$ cat src/rtl/intv_timer_pkg.sv
// Package: shared constants and types for the interval timer.
// Assumes a 32-bit data path and word-aligned register offsets.
package intv_timer_pkg;

    localparam int DATA_W      = 32;
    localparam int HALF_W      = 16;
    localparam int DIV16_BITS  = 4;
    localparam int DIV256_BITS = 8;
    localparam int PRESC_W     = DIV256_BITS;
    localparam int NUM_REGS    = 7;

    localparam logic [7:0] CTRL_RST = 8'h20;

    // Control byte, most significant bit first.
    typedef struct packed {
        logic       enable;    // bit 7
        logic       periodic;  // bit 6
        logic       irq_en;    // bit 5
        logic       spare;     // bit 4, stored only
        logic [1:0] div_sel;   // bits 3:2
        logic       wide;      // bit 1
        logic       oneshot;   // bit 0
    } tmr_ctrl_t;

    // Word index of each register; the order fixes the offsets.
    typedef enum logic [2:0] {
        SEL_LOAD  = 3'd0,
        SEL_VALUE = 3'd1,
        SEL_CTRL  = 3'd2,
        SEL_ICLR  = 3'd3,
        SEL_RAW   = 3'd4,
        SEL_MASK  = 3'd5,
        SEL_BGLD  = 3'd6,
        SEL_NONE  = 3'd7
    } reg_sel_e;

endpackage

$ cat src/rtl/intv_timer_prescale.sv
// Tick divider: counts qualified ticks and emits a one-cycle step every
// 1, 16 or 256 of them. Assumes clr comes from a load or control write;
// clr restarts the phase and blocks a step in the same cycle.
module intv_timer_prescale
    import intv_timer_pkg::*;
(
    input  logic       clk,
    input  logic       rst_n,
    input  logic       tick,
    input  logic       run,
    input  logic       clr,
    input  logic [1:0] div_sel,
    output logic       step
);

    logic [PRESC_W-1:0] presc_q;
    logic               hit;

    // Purpose: advance the divider on enabled ticks, restart it on clr.
    always_ff @(posedge clk) begin
        if (!rst_n) begin
            presc_q <= '0;
        end else if (clr) begin
            presc_q <= '0;
        end else if (tick && run) begin
            presc_q <= presc_q + 1'b1;
        end
    end

    // Purpose: terminal-count match for the selected ratio.
    always_comb begin
        unique case (div_sel)
            2'b01:   hit = (presc_q[DIV16_BITS-1:0] == '1);
            2'b10:   hit = (presc_q[DIV256_BITS-1:0] == '1);
            default: hit = 1'b1;
        endcase
    end

    assign step = tick && run && !clr && hit;

endmodule

$ cat src/rtl/intv_timer_counter.sv
// Main down-counter: handles load, decrement and the three expiry
// behaviours. Assumes step is already gated by enable and by bus writes.
module intv_timer_counter
    import intv_timer_pkg::*;
(
    input  logic              clk,
    input  logic              rst_n,
    input  logic              load_wr,
    input  logic [DATA_W-1:0] wdata,
    input  logic              step,
    input  tmr_ctrl_t         ctrl,
    input  logic [DATA_W-1:0] reload,
    output logic [DATA_W-1:0] count_q,
    output logic              expire
);

    localparam logic [DATA_W-1:0] WRAP_WIDE = '1;
    localparam logic [DATA_W-1:0] WRAP_HALF = {{(DATA_W-HALF_W){1'b0}}, {HALF_W{1'b1}}};

    logic              eff_zero;
    logic              eff_one;
    logic              halted;
    logic [DATA_W-1:0] dec_val;
    logic [DATA_W-1:0] wrap_val;
    logic [HALF_W-1:0] low_dec;

    // Purpose: effective-width zero/one detection and decrement value.
    always_comb begin
        low_dec = count_q[HALF_W-1:0] - 1'b1;
        if (ctrl.wide) begin
            eff_zero = (count_q == '0);
            eff_one  = (count_q == DATA_W'(1));
            dec_val  = count_q - 1'b1;
            wrap_val = WRAP_WIDE;
        end else begin
            eff_zero = (count_q[HALF_W-1:0] == '0);
            eff_one  = (count_q[HALF_W-1:0] == HALF_W'(1));
            dec_val  = {count_q[DATA_W-1:HALF_W], low_dec};
            wrap_val = WRAP_HALF;
        end
    end

    assign halted = ctrl.oneshot && eff_zero;
    assign expire = step && !halted && (eff_zero || eff_one);

    // Purpose: update the count from a load, an expiry or a step.
    always_ff @(posedge clk) begin
        if (!rst_n) begin
            count_q <= '1;
        end else if (load_wr) begin
            count_q <= wdata;
        end else if (expire) begin
            if (ctrl.oneshot)       count_q <= '0;
            else if (ctrl.periodic) count_q <= reload;
            else                    count_q <= wrap_val;
        end else if (step && !halted) begin
            count_q <= dec_val;
        end
    end

endmodule

$ cat src/rtl/intv_timer_regs.sv
// Register file: address decode, control and reload storage, raw flag,
// read mux. Assumes a single-cycle write strobe; reads are combinational.
module intv_timer_regs
    import intv_timer_pkg::*;
#(
    parameter int ADDR_W = 12
) (
    input  logic              clk,
    input  logic              rst_n,
    input  logic [ADDR_W-1:0] bus_addr,
    input  logic              bus_we,
    input  logic [DATA_W-1:0] bus_wdata,
    input  logic [DATA_W-1:0] count_q,
    input  logic              expire,
    output tmr_ctrl_t         ctrl_q,
    output logic [DATA_W-1:0] reload_q,
    output logic              raw_q,
    output logic              load_wr,
    output logic              ctrl_wr,
    output logic [DATA_W-1:0] bus_rdata
);

    localparam int WORD_W = ADDR_W - 2;

    logic [WORD_W-1:0] word_idx;
    reg_sel_e          sel;
    logic              bg_wr;
    logic              clr_wr;

    // Purpose: map the word index onto a register select.
    always_comb begin
        word_idx = bus_addr[ADDR_W-1:2];
        if (word_idx < WORD_W'(NUM_REGS)) sel = reg_sel_e'(word_idx[2:0]);
        else                              sel = SEL_NONE;
    end

    assign load_wr = bus_we && (sel == SEL_LOAD);
    assign ctrl_wr = bus_we && (sel == SEL_CTRL);
    assign bg_wr   = bus_we && (sel == SEL_BGLD);
    assign clr_wr  = bus_we && (sel == SEL_ICLR);

    // Purpose: control register storage.
    always_ff @(posedge clk) begin
        if (!rst_n)       ctrl_q <= tmr_ctrl_t'(CTRL_RST);
        else if (ctrl_wr) ctrl_q <= tmr_ctrl_t'(bus_wdata[7:0]);
    end

    // Purpose: reload value, written by both load ports.
    always_ff @(posedge clk) begin
        if (!rst_n)                reload_q <= '0;
        else if (load_wr || bg_wr) reload_q <= bus_wdata;
    end

    // Purpose: sticky raw flag; an expiry wins over a clear.
    always_ff @(posedge clk) begin
        if (!rst_n)      raw_q <= 1'b0;
        else if (expire) raw_q <= 1'b1;
        else if (clr_wr) raw_q <= 1'b0;
    end

    // Purpose: read data for the addressed register.
    always_comb begin
        bus_rdata = '0;
        unique case (sel)
            SEL_LOAD, SEL_BGLD: bus_rdata = reload_q;
            SEL_VALUE:          bus_rdata = count_q;
            SEL_CTRL:           bus_rdata = {{(DATA_W-8){1'b0}}, ctrl_q};
            SEL_RAW:            bus_rdata = {{(DATA_W-1){1'b0}}, raw_q};
            SEL_MASK:           bus_rdata = {{(DATA_W-1){1'b0}}, raw_q && ctrl_q.irq_en};
            default:            bus_rdata = '0;
        endcase
    end

endmodule

$ cat src/rtl/intv_timer.sv
// Top of the interval timer: ties together the register file, the tick
// divider and the down-counter. Assumes tick_en is synchronous to clk.
module intv_timer
    import intv_timer_pkg::*;
#(
    parameter int ADDR_W = 12
) (
    input  logic              clk,
    input  logic              rst_n,
    input  logic              tick_en,
    input  logic [ADDR_W-1:0] bus_addr,
    input  logic              bus_we,
    input  logic [DATA_W-1:0] bus_wdata,
    output logic [DATA_W-1:0] bus_rdata,
    output logic              irq
);

    tmr_ctrl_t         ctrl_q;
    logic [DATA_W-1:0] reload_q;
    logic [DATA_W-1:0] count_q;
    logic              raw_q;
    logic              load_wr;
    logic              ctrl_wr;
    logic              step;
    logic              expire;

    intv_timer_regs #(.ADDR_W(ADDR_W)) u_regs (
        .clk       (clk),
        .rst_n     (rst_n),
        .bus_addr  (bus_addr),
        .bus_we    (bus_we),
        .bus_wdata (bus_wdata),
        .count_q   (count_q),
        .expire    (expire),
        .ctrl_q    (ctrl_q),
        .reload_q  (reload_q),
        .raw_q     (raw_q),
        .load_wr   (load_wr),
        .ctrl_wr   (ctrl_wr),
        .bus_rdata (bus_rdata)
    );

    intv_timer_prescale u_presc (
        .clk     (clk),
        .rst_n   (rst_n),
        .tick    (tick_en),
        .run     (ctrl_q.enable),
        .clr     (load_wr || ctrl_wr),
        .div_sel (ctrl_q.div_sel),
        .step    (step)
    );

    intv_timer_counter u_cnt (
        .clk     (clk),
        .rst_n   (rst_n),
        .load_wr (load_wr),
        .wdata   (bus_wdata),
        .step    (step),
        .ctrl    (ctrl_q),
        .reload  (reload_q),
        .count_q (count_q),
        .expire  (expire)
    );

    assign irq = raw_q && ctrl_q.irq_en;

endmodule

$ cat config.mk
export PLATFORM = sky130hd
export DESIGN_NAME = intv_timer
export DESIGN_NICKNAME = d
export VERILOG_FILES = /design/src/rtl/intv_timer_pkg.sv /design/src/rtl/intv_timer_prescale.sv /design/src/rtl/intv_timer_counter.sv /design/src/rtl/intv_timer_regs.sv /design/src/rtl/intv_timer.sv
export SDC_FILE = /design/constraint.sdc
export NUM_CORES = 1
export LEC_CHECK = 0
export BUFFER_PORTS_ARGS = -buffer_cell sky130_fd_sc_hd__buf_2
export CORE_UTILIZATION = 50
export DETAILED_ROUTE_END_ITERATION = 8
export PLACE_DENSITY_LB_ADDON = 0.2
export SETUP_SLACK_MARGIN = 0.2
export SLEW_MARGIN = 20
export SYNTH_ARGS = -nofsm -noshare
export SYNTH_HDL_FRONTEND = slang
export SYNTH_SLANG_ARGS = --single-unit
$ cat constraint.sdc
create_clock -name clk -period 2.5 [get_ports clk]
set_clock_uncertainty 0.05 [all_clocks]
set_input_delay 0.5 -clock clk [delete_from_list [all_inputs] [get_ports clk]]
set_output_delay 0.5 -clock clk [all_outputs]
set_load 0.01 [all_outputs]
* Yosys cells after proc, flatten, opt, wreduce, memory -nomap -nowiden
Cells that the tools add are included.
** Storage, ports and cells
- Flip-flop bits (word level) :: 81
- Bits in latches :: 0
- Bits in writable memories :: 0
- ROM bits :: 0
- Bits of input ports :: 48
- Logic and storage cells :: 68
- Memories kept :: 0
** Operators by class
- $add $sub $neg :: 3
- $mul :: 0
- Divide/modulo/power cells :: 0
- Magnitude comparators :: 1
- Eq/ne operators :: 12
- Shifts and indexed selects :: 0
- Mux-type cells :: 14
- Bitwise gates (word level) :: 1
- Reduce and logical (&&, ||, !) cells :: 25
** Operators with widths (number)
- 32-bit two-way mux :: 7
- 32-bit one-hot mux with 5 select lines :: 1
- 32-bit by 1-bit equality test with 1-bit output (second input constant) :: 1
- 32-bit logical NOT :: 1
- 32-bit by 1-bit subtractor with 32-bit output (second input constant) :: 1
- 16-bit by 1-bit equality test with 1-bit output (second input constant) :: 1
- 16-bit logical NOT :: 1
- 16-bit by 1-bit subtractor with 16-bit output (second input constant) :: 1
- 1-bit logical AND :: 11
- 10-bit by 3-bit < comparator with 1-bit output (second input constant) :: 1
- 3-bit equality test (second input constant) :: 3
- 8-bit by 1-bit adder with 8-bit output (second input constant) :: 1
- 8-bit equality test (second input constant) :: 1
- 3-bit by 2-bit equality test with 1-bit output (second input constant) :: 2
- 3-bit nonzero test :: 2
- 4-bit equality test (second input constant) :: 1
- 1-bit two-way mux :: 4
- 2-bit OR reduction :: 2
- 3-bit by 1-bit equality test with 1-bit output (second input constant) :: 1
- 3-bit logical NOT :: 1
- 1-bit logical OR :: 3
- 3-bit two-way mux :: 1
- 2-bit by 1-bit equality test with 1-bit output (second input constant) :: 1
- 2-bit equality test (second input constant) :: 1
- other kinds (5) :: 6

* Logic depth before layout (Yosys ltp)
Gate-level depths: netlist of the first run.
- Word-level depth :: 12
- Gate-level depth with buffers :: 10
- Mapped depth without buffers :: 8

* Modules after synthesis
Synthesis of the first run repeated with hierarchy kept, for this count alone.
** Second synthesis, totals
- Cells, all modules :: 679
- Area total of the unflattened synthesis :: 5165.0 sq um
** Modules (own cells, without submodules)
- intv_timer_counter :: instances 1, cells each 383, area each 2731.4 sq um
- intv_timer_regs :: instances 1, cells each 245, area each 2004.4 sq um
- intv_timer_prescale :: instances 1, cells each 49, area each 416.6 sq um
- intv_timer :: instances 1, cells each 2, area each 12.5 sq um

* Worst setup path after synthesis of the first run
OpenSTA, ideal clock, no wires.
- Path kind :: input-to-output
- Start point :: in bus_addr[9]
- End point :: out bus_rdata[1]
- Arrival time :: 2.051 ns
- Data required time :: 1.950 ns
- Path slack :: -0.101 ns
- Stages :: 6
- Path through :: nor4_1 nand2_1 nor3_1 clkbuf_1 a22oi_1 nand2_1
** Between the ends
- Cells in the longest elaborated chain, start to end :: 5
- Elaborated cells on any way between the ends :: 10
- Classes of those cells :: 1 x order compare; 5 x eq/ne; 2 x mux; 2 x reduce/logical
** RTL lines
- from (decl) :: RTL line intv_timer.sv:11 : input logic [ADDR_W-1:0] bus_addr,
- 10-bit by 3-bit < comparator with 1-bit output * :: RTL line intv_timer_regs.sv:33 : if (word_idx < WORD_W'(NUM_REGS)) sel = reg_sel_e'(word_idx[2:0]);
- 3-bit two-way mux * :: RTL line intv_timer_regs.sv:33
- 3-bit equality test / 3-bit logical NOT (equally long branches) :: RTL line intv_timer_regs.sv:64 : unique case (sel)
- 2-bit OR reduction :: RTL line intv_timer_regs.sv:64
- 32-bit one-hot mux with 5 select lines * :: RTL line intv_timer_regs.sv:64
- to (decl) :: RTL line intv_timer.sv:14 : output logic [DATA_W-1:0] bus_rdata,
Every way passes the cells marked *; elsewhere a longest branch is shown, timed or not.

* Final worst setup path of the first run
- Start point :: in bus_addr[6]
- End point :: out bus_rdata[1]
The elaborated chain is that of the path after synthesis.

==> metrics.txt, run 1 <==
status finished, final reports clean; HP Start bus_wdata[5]; Slew Viols, Final 0; R2R Setup Slk 150 ps; Placed Area 6040 sq um; Syn. warnings 0; Total GRT Usage 29.5%; Top delay family on crit path simple AND/OR/NAND/NOR gates; I/O pin total 81; worst-path maximum fanout 8; Mapped Nets 705; CP endpoint kind primary output; Synth Instances 652; drt total wl 16.2 mm; relative max-transition margin 58.8%; Core Box Area 9910 sq um; grt ovf 0; Startpoint Class input pin; CTS tree done; first-pass GRT wire length 26.2 mm; Buffers & Inverters on Critical Path 4; vias in the first global route 5339; worst setup margin 38.7 ps; CTS Sinks 81; ratio of cells with drive above 1 in the final layout 30.2%; Setup TNS Final 0 ps; synth unique cells 60; Reg power frac 53.1%; Setup CP Type in -> out; Seq cells post-synth 81; Worst EP required 1950 ps; clk slew on worst S/H paths 90 ps; DP Worst Slack -87.4 ps; design area 6770 sq um; Fill cells 827; cts bufs inserted 9; sw frac 23.6%; Die X 104 microns; HP Class in -> reg; maximum vdd drop 0.257 mV; Die ar. 10800 sq um; CP most frequent cell buf_6; Fin. Hold Viols 0; slowest stage cell on the critical path nor4_4; synthesized area 5200 sq um; Layout Nets 816; start point of the critical path bus_addr[6]; predominant post-synthesis flop cell dfxtp_1; Placed Cells 865; Final Wtd Congestion 0.916; ANT nets after route 0; area grow syn2layout 30.2%; worst-margin pin slew 617 ps; minimum clock period after layout 2460 ps; syn avg cell area 7.98 sq um; Initial DRC Count 418; CTS H-tree lvls 3; Leak 2.60 nW; first-pass iteration count of the detailed router 5; Internal 0.00185 W; later-pin clock latency in the skew report 370 ps; async set-reset flop share out of synthesis 0%; Post-synth EDFFs 0; register area share after synthesis 31.2%; power per cell area 358 nW/um^2; DP HPWL 10.6 mm; largest net degree at the start of global routing 75; Final Non-Filler Cells 901; Initial Utilization 52.5%; Reg-to-Reg Start u_cnt.count_q[17]; maximum clock path buffer count 2; combinational share of power 4.5%; antenna cell count 0; FP Rows 36; antenna violations before repair 0; NetSw 0.000572 W; IO Port Bufs 78; CTS root buffer clkbuf_8; crit-path cells buf_6, nor4_4, nand2_2, nor3_4, buf_6, buf_8, a22oi_2, nand2_1, buf_2; # hold bufs at CTS 0; WL/cell 17.9 microns; max-cap violations 0; crit path DAT 1910 ps; slowest stage delay, CP 350 ps; RSZ-0062 raised after global routing yes; die height 104 microns; Via-to-Cell Ratio 6.17; Clk pwr share 42.4%; Max Freq 406 MHz; # DRC 0; Final setup viols 0; vias 5561; fin crit share 98.5%
-- worst register-to-register path, delay by kind of cell (launching register included) --
kind	cells	cell delay, ps
compound gates	3	830
simple gates	3	1000
flops	1	360
-- final cells by class --
cell class / instances / area, sq um / area share [%]
repair buffers: 150 / 1050 / 15.5
multi-input cells: 511 / 3680 / 54.4
inverters: 10 / 37.5 / 0.555
flip-flops and latches: 81 / 1630 / 24.1
well taps: 133 / 166 / 2.46
clock buffers: 12 / 155 / 2.29
clock inverters: 4 / 51.3 / 0.758
-- per-layer routing --
metal  GRT usage (%)  vias to the layer above  routed length [microns]
met4            13.3                        0                      414
met1            37.4                     2658                     6760
met5               0                        -                        0
met3            4.32                       41                     1160
met2            49.5                      251                     7830
li1                -                     2611                        -
-- power by group through the flow --
| stage | logic, W | registers, W | clock network (W) |
|---|---|---|---|
| floorplan | 0.0000388 | 0.00132 | 0 |
| global placement | 0.0000981 | 0.00132 | 0 |
| detailed placement | 0.000100 | 0.00132 | 0 |
| CTS | 0.000107 | 0.00129 | 0.00104 |
| global route | 0.000118 | 0.00129 | 0.00108 |
| finish | 0.000109 | 0.00129 | 0.00103 |
-- synthesized netlist by cell type (3+ instances only) --
| library cell | n | area [sq um] |
|---|---|---|
| a222oi_1 | 3 | 30.0 |
| nand4_1 | 3 | 18.8 |
| nand3_1 | 7 | 35.0 |
| o21ai_0 | 17 | 85.1 |
| o211ai_1 | 16 | 120 |
| o221a_2 | 3 | 33.8 |
| o31a_1 | 3 | 26.3 |
| nor4_1 | 14 | 87.6 |
| o21a_1 | 6 | 45.0 |
| or3_1 | 5 | 31.3 |
| xor2_1 | 20 | 175 |
| a211oi_1 | 10 | 75.1 |
| a21oi_1 | 19 | 95.1 |
| nor2b_1 | 9 | 56.3 |
| or4_1 | 3 | 22.5 |
| xnor2_1 | 12 | 105 |
| o311ai_0 | 7 | 61.3 |
| a22o_1 | 24 | 210 |
| buf_4 | 5 | 37.5 |
| clkbuf_1 | 42 | 158 |
| a21boi_0 | 33 | 248 |
| and3_1 | 8 | 50.1 |
| nor3_1 | 14 | 70.1 |
| buf_2 | 3 | 15.0 |
| inv_1 | 10 | 37.5 |
| a22oi_1 | 4 | 30.0 |
| a221o_1 | 16 | 160 |
| o311ai_1 | 5 | 43.8 |
| nor2_1 | 34 | 128 |
| o31ai_1 | 3 | 22.5 |
| nand2b_1 | 6 | 37.5 |
| nand2_1 | 136 | 510 |
| mux2i_1 | 22 | 220 |
| and2_0 | 3 | 18.8 |
| ha_1 | 5 | 62.6 |
| dfxtp_1 | 81 | 1620 |
| o311ai_2 | 4 | 65.1 |
| and4_1 | 9 | 78.8 |
-- sequential cells by signal, summed over array words and instances, names as in the netlist --
register / cells
u_regs.reload_q: 32
u_regs.raw_q: 1
u_regs.ctrl_q: 8
u_presc.presc_q: 8
u_cnt.count_q: 32
-- cell usage in the layout (no fill, tap or decap), types with 19 or more instances in the layout --
| master | Yosys | routed |
|---|---|---|
| xor2_1 | 20 | 20 |
| a22o_1 | 24 | 24 |
| buf_2 | 3 | 76 |
| a21boi_0 | 33 | 33 |
| nor2_1 | 34 | 31 |
| dfxtp_1 | 81 | 78 |
| mux2i_1 | 22 | 22 |
| nand2_1 | 136 | 132 |
| a21oi_1 | 19 | 19 |
| buf_4 | 5 | 52 |
-- timing repair --
item                                    4_1_cts  5_1_grt
setup buffers                                11        5
gates resized for setup                      49       33
cloned                                        3        1
pin swaps                                    18       28
endpoints found under the setup margin       64       65
-- kinds of logic (layout without fill, tap and decap cells) --
logic type	after synthesis	in the layout	synth area share [%]
flip-flops	81	81	31.2
adder cells (fa/ha/maj)	5	5	1.20
AO/OA/AOI/OAI	183	184	27.8
AND/OR/NAND/NOR	266	266	24.8
multiplexers	24	24	4.67
XOR/XNOR	32	32	5.39
buffers and inverters	61	176	4.98
-- metrics by stage --
stage               hold slack, ps  utilization [%]  power (W)
floorplan                      399                -    0.00136
global placement               409             61.0    0.00142
detailed placement             420             61.0    0.00142
CTS                            317             66.4    0.00243
global route                   337             68.3    0.00249
finish                         328             68.3    0.00243
-- final timing paths --
| check | endpoint | cells after the start |
|---|---|---|
| worst max-delay path | bus_rdata[1] | 9 |
| worst min-delay path | u_regs.ctrl_q[5] | 3 |
| worst min register to register | u_presc.presc_q[1] | 2 |
| worst max register to register | u_cnt.count_q[21] | 6 |
Note: power is estimated with default switching activity, not from simulation.
==> run 2, diff against run 1 <==
--- a/config.mk
+++ b/config.mk
@@ -5,12 +5,13 @@
 export SDC_FILE = /design/constraint.sdc
 export NUM_CORES = 1
 export LEC_CHECK = 0
+export ABC_AREA = 1
 export BUFFER_PORTS_ARGS = -buffer_cell sky130_fd_sc_hd__buf_2
 export CORE_UTILIZATION = 50
 export DETAILED_ROUTE_END_ITERATION = 8
 export PLACE_DENSITY_LB_ADDON = 0.2
+export RECOVER_POWER = 100
 export SETUP_SLACK_MARGIN = 0.2
-export SLEW_MARGIN = 20
 export SYNTH_ARGS = -nofsm -noshare
 export SYNTH_HDL_FRONTEND = slang
 export SYNTH_SLANG_ARGS = --single-unit
==> run 2 against run 1 <==
Against the previous run: die area increased by 5.0%; setup slack improved by 66 ps; non-clock buffer count decreased by 43; first-iteration DRC count increased by 37%; clock-buffer cell count decreased by 1; critical path depth unchanged; combinational power increased by 100%; critical path type unchanged; critical endpoint is now bus_rdata[5]; highest routed layer unchanged.
==> metrics.txt, run 2 <==
status finished, final reports clean; worst-margin pin slew 864 ps; Final Power 0.00272 W; Startpoint Class input pin; HP Class in -> reg; drt total wl 16.7 mm; Initial Utilization 52.2%; Slew Viols, Final 0; first-pass iteration count of the detailed router 6; minimum clock period after layout 2390 ps; post-synth top area share 29.7%; DP Worst Slack 45.6 ps; # hold bufs at CTS 0; predominant post-synthesis flop cell dfxtp_1; relative max-transition margin 42.3%; Die ar. 11400 sq um; Post-synth top cells 217 x nand2_1, 124 x inv_1, 117 x nor2_1; max-cap violations 0; NetSw 0.000654 W; first-pass GRT wire length 26.1 mm; worst-path maximum fanout 5; Via-to-Cell Ratio 5.47; Fill cells 1039; Reg power frac 48.8%; vias in the first global route 5429; Initial DRC Count 574; Total GRT Usage 28.9%; cts bufs inserted 9; FP Rows 37; CTS Sinks 81; Final setup viols 0; CP endpoint kind primary output; crit path DAT 1840 ps; die height 107 microns; area grow syn2layout 20.8%; CTS root buffer clkbuf_8; most common cell after layout, fill and taps aside nand2_1; Core Box Area 10500 sq um; Fin. Hold Viols 0; Synth Instances 895; combinational share of power 8.1%; Clk pwr share 43.2%; ANT nets after route 0; synthesized area 5470 sq um; sw frac 24.0%; Worst EP required 1950 ps; most frequent cell after synthesis nand2_1; vias 6081; most frequent cells in the layout 211 x nand2_1, 120 x inv_1, 113 x nor2_1, 85 x a21oi_1, 80 x dfxtp_1; Setup TNS Final 0 ps; CTS H-tree lvls 3; WL/cell 15.0 microns; later-pin clock latency in the skew report 370 ps; antenna cell count 0; Final Wtd Congestion 0.908; Seq cells post-synth 81; ratio of cells with drive above 1 in the final layout 17.1%; syn avg cell area 6.11 sq um; synth unique cells 36; async set-reset flop share out of synthesis 0%; fin crit share 95.8%; Internal 0.00207 W; Max Freq 418 MHz; largest area contributor in the netlist dfxtp_1; IO Port Bufs 78; antenna violations before repair 0; maximum vdd drop 0.253 mV; largest net degree at the start of global routing 50; clk slew on worst S/H paths 80 ps; Post-synth EDFFs 0; power per cell area 412 nW/um^2; Syn. warnings 0; Mapped Nets 948; maximum clock path buffer count 2; # DRC 0; grt ovf 0; dominant cells by area after synthesis dfxtp_1 30%, nand2_1 15%, inv_1 8.5%; CTS tree done; Die X 107 microns; RSZ-0062 raised after global routing yes; Layout Nets 1024; worst setup margin 105 ps; Leak 3.17 nW; register area share after synthesis 29.7%; Setup CP Type in -> out; top flop regs u_cnt.count_q x32, u_regs.reload_q x32; DP HPWL 10.7 mm; I/O pin total 81
run 2: cell types whose count changed in the layout (fill, tap and decap cells not counted), sizes merged, moves of 19 or more:
cell    previous run  this run
a21boi            33         0
a21oi             20        85
a22o              24         0
buf              150        97
inv               10       125
mux2i             22         0
nand2            136       224
nand3              8        37
nand4              3        22
nor2              36       123
o21ai             17        56
o22ai              0        24
run 2: kinds of logic (layout without fill, tap and decap cells):
logic type / after synthesis / after routing / synth area share (%)
and+or+nand+nor: 417 / 420 / 32.6
AOI/OAI and AO/OA: 197 / 197 / 20.3
buffers and inverters: 173 / 251 / 12.8
DFF: 81 / 81 / 29.7
xor gates and xnor gates: 22 / 22 / 3.52
adders and majority gates: 5 / 5 / 1.14
run 2: path summary, 6_finish.rpt:
check	startpoint	to	slack, ps	cells after the start
setup reg to reg	u_cnt.count_q[0]	u_cnt.count_q[9]	360	13
setup / recovery	bus_addr[3]	bus_rdata[5]	110	9
hold / removal	bus_wdata[5]	u_regs.ctrl_q[5]	340	3
hold reg to reg	u_regs.reload_q[20]	u_regs.reload_q[20]	430	2
run 2: stage by stage:
stage	cells	area [sq um]	util, %	hold slack (ps)
3_3_place_gp	1087	6030	57.6	396
6_report	1112	6600	63.1	342
2_1_floorplan	895	5470	-	381
4_1_cts	1103	6330	60.5	335
5_1_grt	1112	6600	63.1	348
3_5_place_dp	1087	6030	57.6	407
run 2: cell type report:
class,count,area (sq um),share of cell area (%)
Multi-Input combinational cell,644,3360,50.8
Timing Repair Buffer,107,727,11.0
Clock buffer,11,131,1.99
Tap cell,136,170,2.58
Inverter,128,490,7.43
Clock inverter,5,104,1.57
Sequential cell,81,1620,24.6
run 2: what timing repair did:
item / in CTS / in global routing
cloned: 0 / 4
resized for setup: 18 / 42
setup buffers: 0 / 5
pin swaps: 3 / 6
setup endpoints to repair: 32 / 64
run 2: metal layers:
metal  vias up  wire length (microns)  share of wire, %  track usage, %
met4         0                    316               1.9            9.78
met5         -                      0                 0               0
met2       262                   7560                45            45.9
met3        33                   1340               8.0            3.86
li1       3058                      -                 -               -
met1      2728                   7460                45            40.1
run 2: critical path, stage by stage:
cell	delay, ps
buf_2	110
inv_1	110
nor2_2	180
inv_1	130
o21ai_4	180
nand2_4	120
buf_4	180
o221ai_1	160
buf_2	170
run 2: power groups by stage:
stage               sequential (W)  clock (W)  combinational, W
floorplan                  0.00135          0         0.0000990
global placement           0.00136          0          0.000187
detailed placement         0.00136          0          0.000189
CTS                        0.00133    0.00119          0.000195
global route               0.00133    0.00124          0.000241
finish                     0.00133    0.00117          0.000219
==> run 3, diff against run 2 <==
--- a/config.mk
+++ b/config.mk
@@ -11,7 +11,6 @@
 export DETAILED_ROUTE_END_ITERATION = 8
 export PLACE_DENSITY_LB_ADDON = 0.2
 export RECOVER_POWER = 100
-export SETUP_SLACK_MARGIN = 0.2
 export SYNTH_ARGS = -nofsm -noshare
 export SYNTH_HDL_FRONTEND = slang
 export SYNTH_SLANG_ARGS = --single-unit
==> constraint.sdc (replaced) <==
create_clock -name clk -period 2.99 [get_ports clk]
set_clock_uncertainty 0.05 [all_clocks]
set_input_delay 0.598 -clock clk [delete_from_list [all_inputs] [get_ports clk]]
set_output_delay 0.598 -clock clk [all_outputs]
set_load 0.01 [all_outputs]
==> run 3 against run 2 <==
Against the previous run: non-clock buffer count decreased by 15; setup slack improved by 130 ps; via count decreased by 4.8%; die area unchanged; sequential share of layout area increased by 2.3 points; clock-buffer cell count unchanged; power decreased by 26%; register-to-register slack got worse by 20 ps; global-route usage decreased by 0.23 points; critical endpoint is now bus_rdata[1]; highest routed layer unchanged; critical path depth increased by 2.
==> metrics.txt, run 3 (synthesis gave the netlist of run 2 again) <==
Reg power frac 55.1%; Placed Area 5920 sq um; Max Freq 363 MHz; sw frac 26.0%; ratio of cells with drive above 1 in the final layout 9.73%; Startpoint Class input pin; die height 107 microns; # DRC 0; Via-to-Cell Ratio 5.30; Layout Nets 1006; worst-path maximum fanout 9; ANT nets after route 0; CP endpoint kind primary output; most frequent cells in the layout 217 x nand2_1, 125 x inv_1, 117 x nor2_1, 85 x a21oi_1, 81 x dfxtp_1; DP HPWL 10.5 mm; vias in the first global route 5351; I/O pin total 81; Die ar. 11400 sq um; Final Wtd Congestion 0.902; Worst EP required 2340 ps; clk slew on worst S/H paths 80 ps; Die X 107 microns; maximum vdd drop 0.263 mV; first-pass GRT wire length 25.9 mm; worst-margin pin slew 937 ps; minimum clock period after layout 2760 ps; Internal 0.00149 W; CTS tree done; status finished, final reports clean; cts bufs inserted 9; Layout Utilization 57.7%; Slew Viols, Final 0; Worst R2R End u_cnt.count_q[16]; NetSw 0.000524 W; antenna violations before repair 0; area grow syn2layout 10.4%; HP Start u_cnt.count_q[1]; Total GRT Usage 28.7%; relative max-transition margin 37.5%; Leak 2.91 nW; power per cell area 334 nW/um^2; top flop regs u_cnt.count_q x32, u_regs.reload_q x32; drt total wl 15.4 mm; multi-input logic area 3130 sq um; grt ovf 0; Setup CP Type in -> out; WL/cell 14.1 microns; WHS Endpoint u_cnt.count_q[1]; later-pin clock latency in the skew report 370 ps; Clk pwr share 37.4%; largest net degree at the start of global routing 50; antenna cell count 0; CTS H-tree lvls 3; max-cap violations 0; CTS root buffer clkbuf_8; R2R Setup Slk 340 ps; Hold Crit Depth 2; vias 5792; Fill cells 1145; # hold bufs at CTS 0; Final Power 0.00201 W; Final setup viols 0; most common cell after layout, fill and taps aside nand2_1; HP Class reg -> reg; combinational share of power 7.5%; Setup TNS Final 0 ps; Core Box Area 10500 sq um; RSZ-0062 raised after global routing no; fin crit share 92.3%; Fin. Hold Viols 0; Post-CTS Setup Inserts 0; IO Port Bufs 78; Initial DRC Count 424; register area 1620 sq um; FP Rows 37; design area 6040 sq um; first-pass iteration count of the detailed router 5; post-CTS sizing 0; CTS Sinks 81; Initial Utilization 52.2%; Reg-to-Reg Start u_cnt.count_q[0]; reg2reg path depth 12; maximum clock path buffer count 2; crit path DAT 2110 ps
run 3: worst max path at each step:
| stage | from | to | slack, ps | cells past startpoint |
|---|---|---|---|---|
| 2_1_floorplan | bus_addr[6] | bus_rdata[4] | 690 | 8 |
| 3_3_place_gp | bus_addr[6] | bus_rdata[1] | 290 | 10 |
| 3_5_place_dp | bus_addr[6] | bus_rdata[1] | 310 | 10 |
| 4_1_cts | bus_addr[6] | bus_rdata[29] | 310 | 10 |
| 5_1_grt | bus_addr[6] | bus_rdata[1] | 60 | 11 |
| 6_report | bus_addr[6] | bus_rdata[1] | 230 | 11 |
run 3: area by class of cell:
cell class / count / share of cell area, %
Sequential cell: 81 / 26.9
Inverter: 128 / 7.98
Clock inverter: 3 / 0.290
Clock buffer: 11 / 2.51
Multi-Input combinational cell: 641 / 51.9
Timing Repair Buffer: 92 / 7.67
Tap cell: 136 / 2.82
run 3: critical path, cell delays in order:
cell and delay [ps]:
buf_2 90, nor2_1 90, nand2_1 60, nor2_2 200, inv_1 100, o21ai_1 120
nand2_1 110, inv_1 300, nand2_1 80, o221ai_1 140, clkbuf_1 210
run 3: power groups by stage:
stage          registers [W]  logic [W]  clock network (W)
2_1_floorplan        0.00113  0.0000828                  0
5_1_grt              0.00111   0.000171           0.000816
3_3_place_gp         0.00113   0.000150                  0
4_1_cts              0.00111   0.000153           0.000772
6_report             0.00111   0.000151           0.000753
3_5_place_dp         0.00114   0.000152                  0
run 3: per-layer routing:
| layer | global-route usage, % | vias up | routed length, microns |
|---|---|---|---|
| li1 | - | 3009 | - |
| met4 | 11.4 | 0 | 364 |
| met3 | 5.21 | 26 | 1100 |
| met1 | 39.6 | 2548 | 7400 |
| met5 | 0 | - | 0 |
| met2 | 44.0 | 209 | 6510 |
run 3: metrics by stage:
| step | worst slack, ps | hold slack (ps) | instances |
|---|---|---|---|
| after detailed placement | 312 | 400 | 1078 |
| after global routing | 62.1 | 447 | 1092 |
| final | 232 | 419 | 1092 |
| after global placement | 288 | 393 | 1078 |
| after CTS | 308 | 411 | 1092 |
| after floorplan | 686 | 381 | 895 |
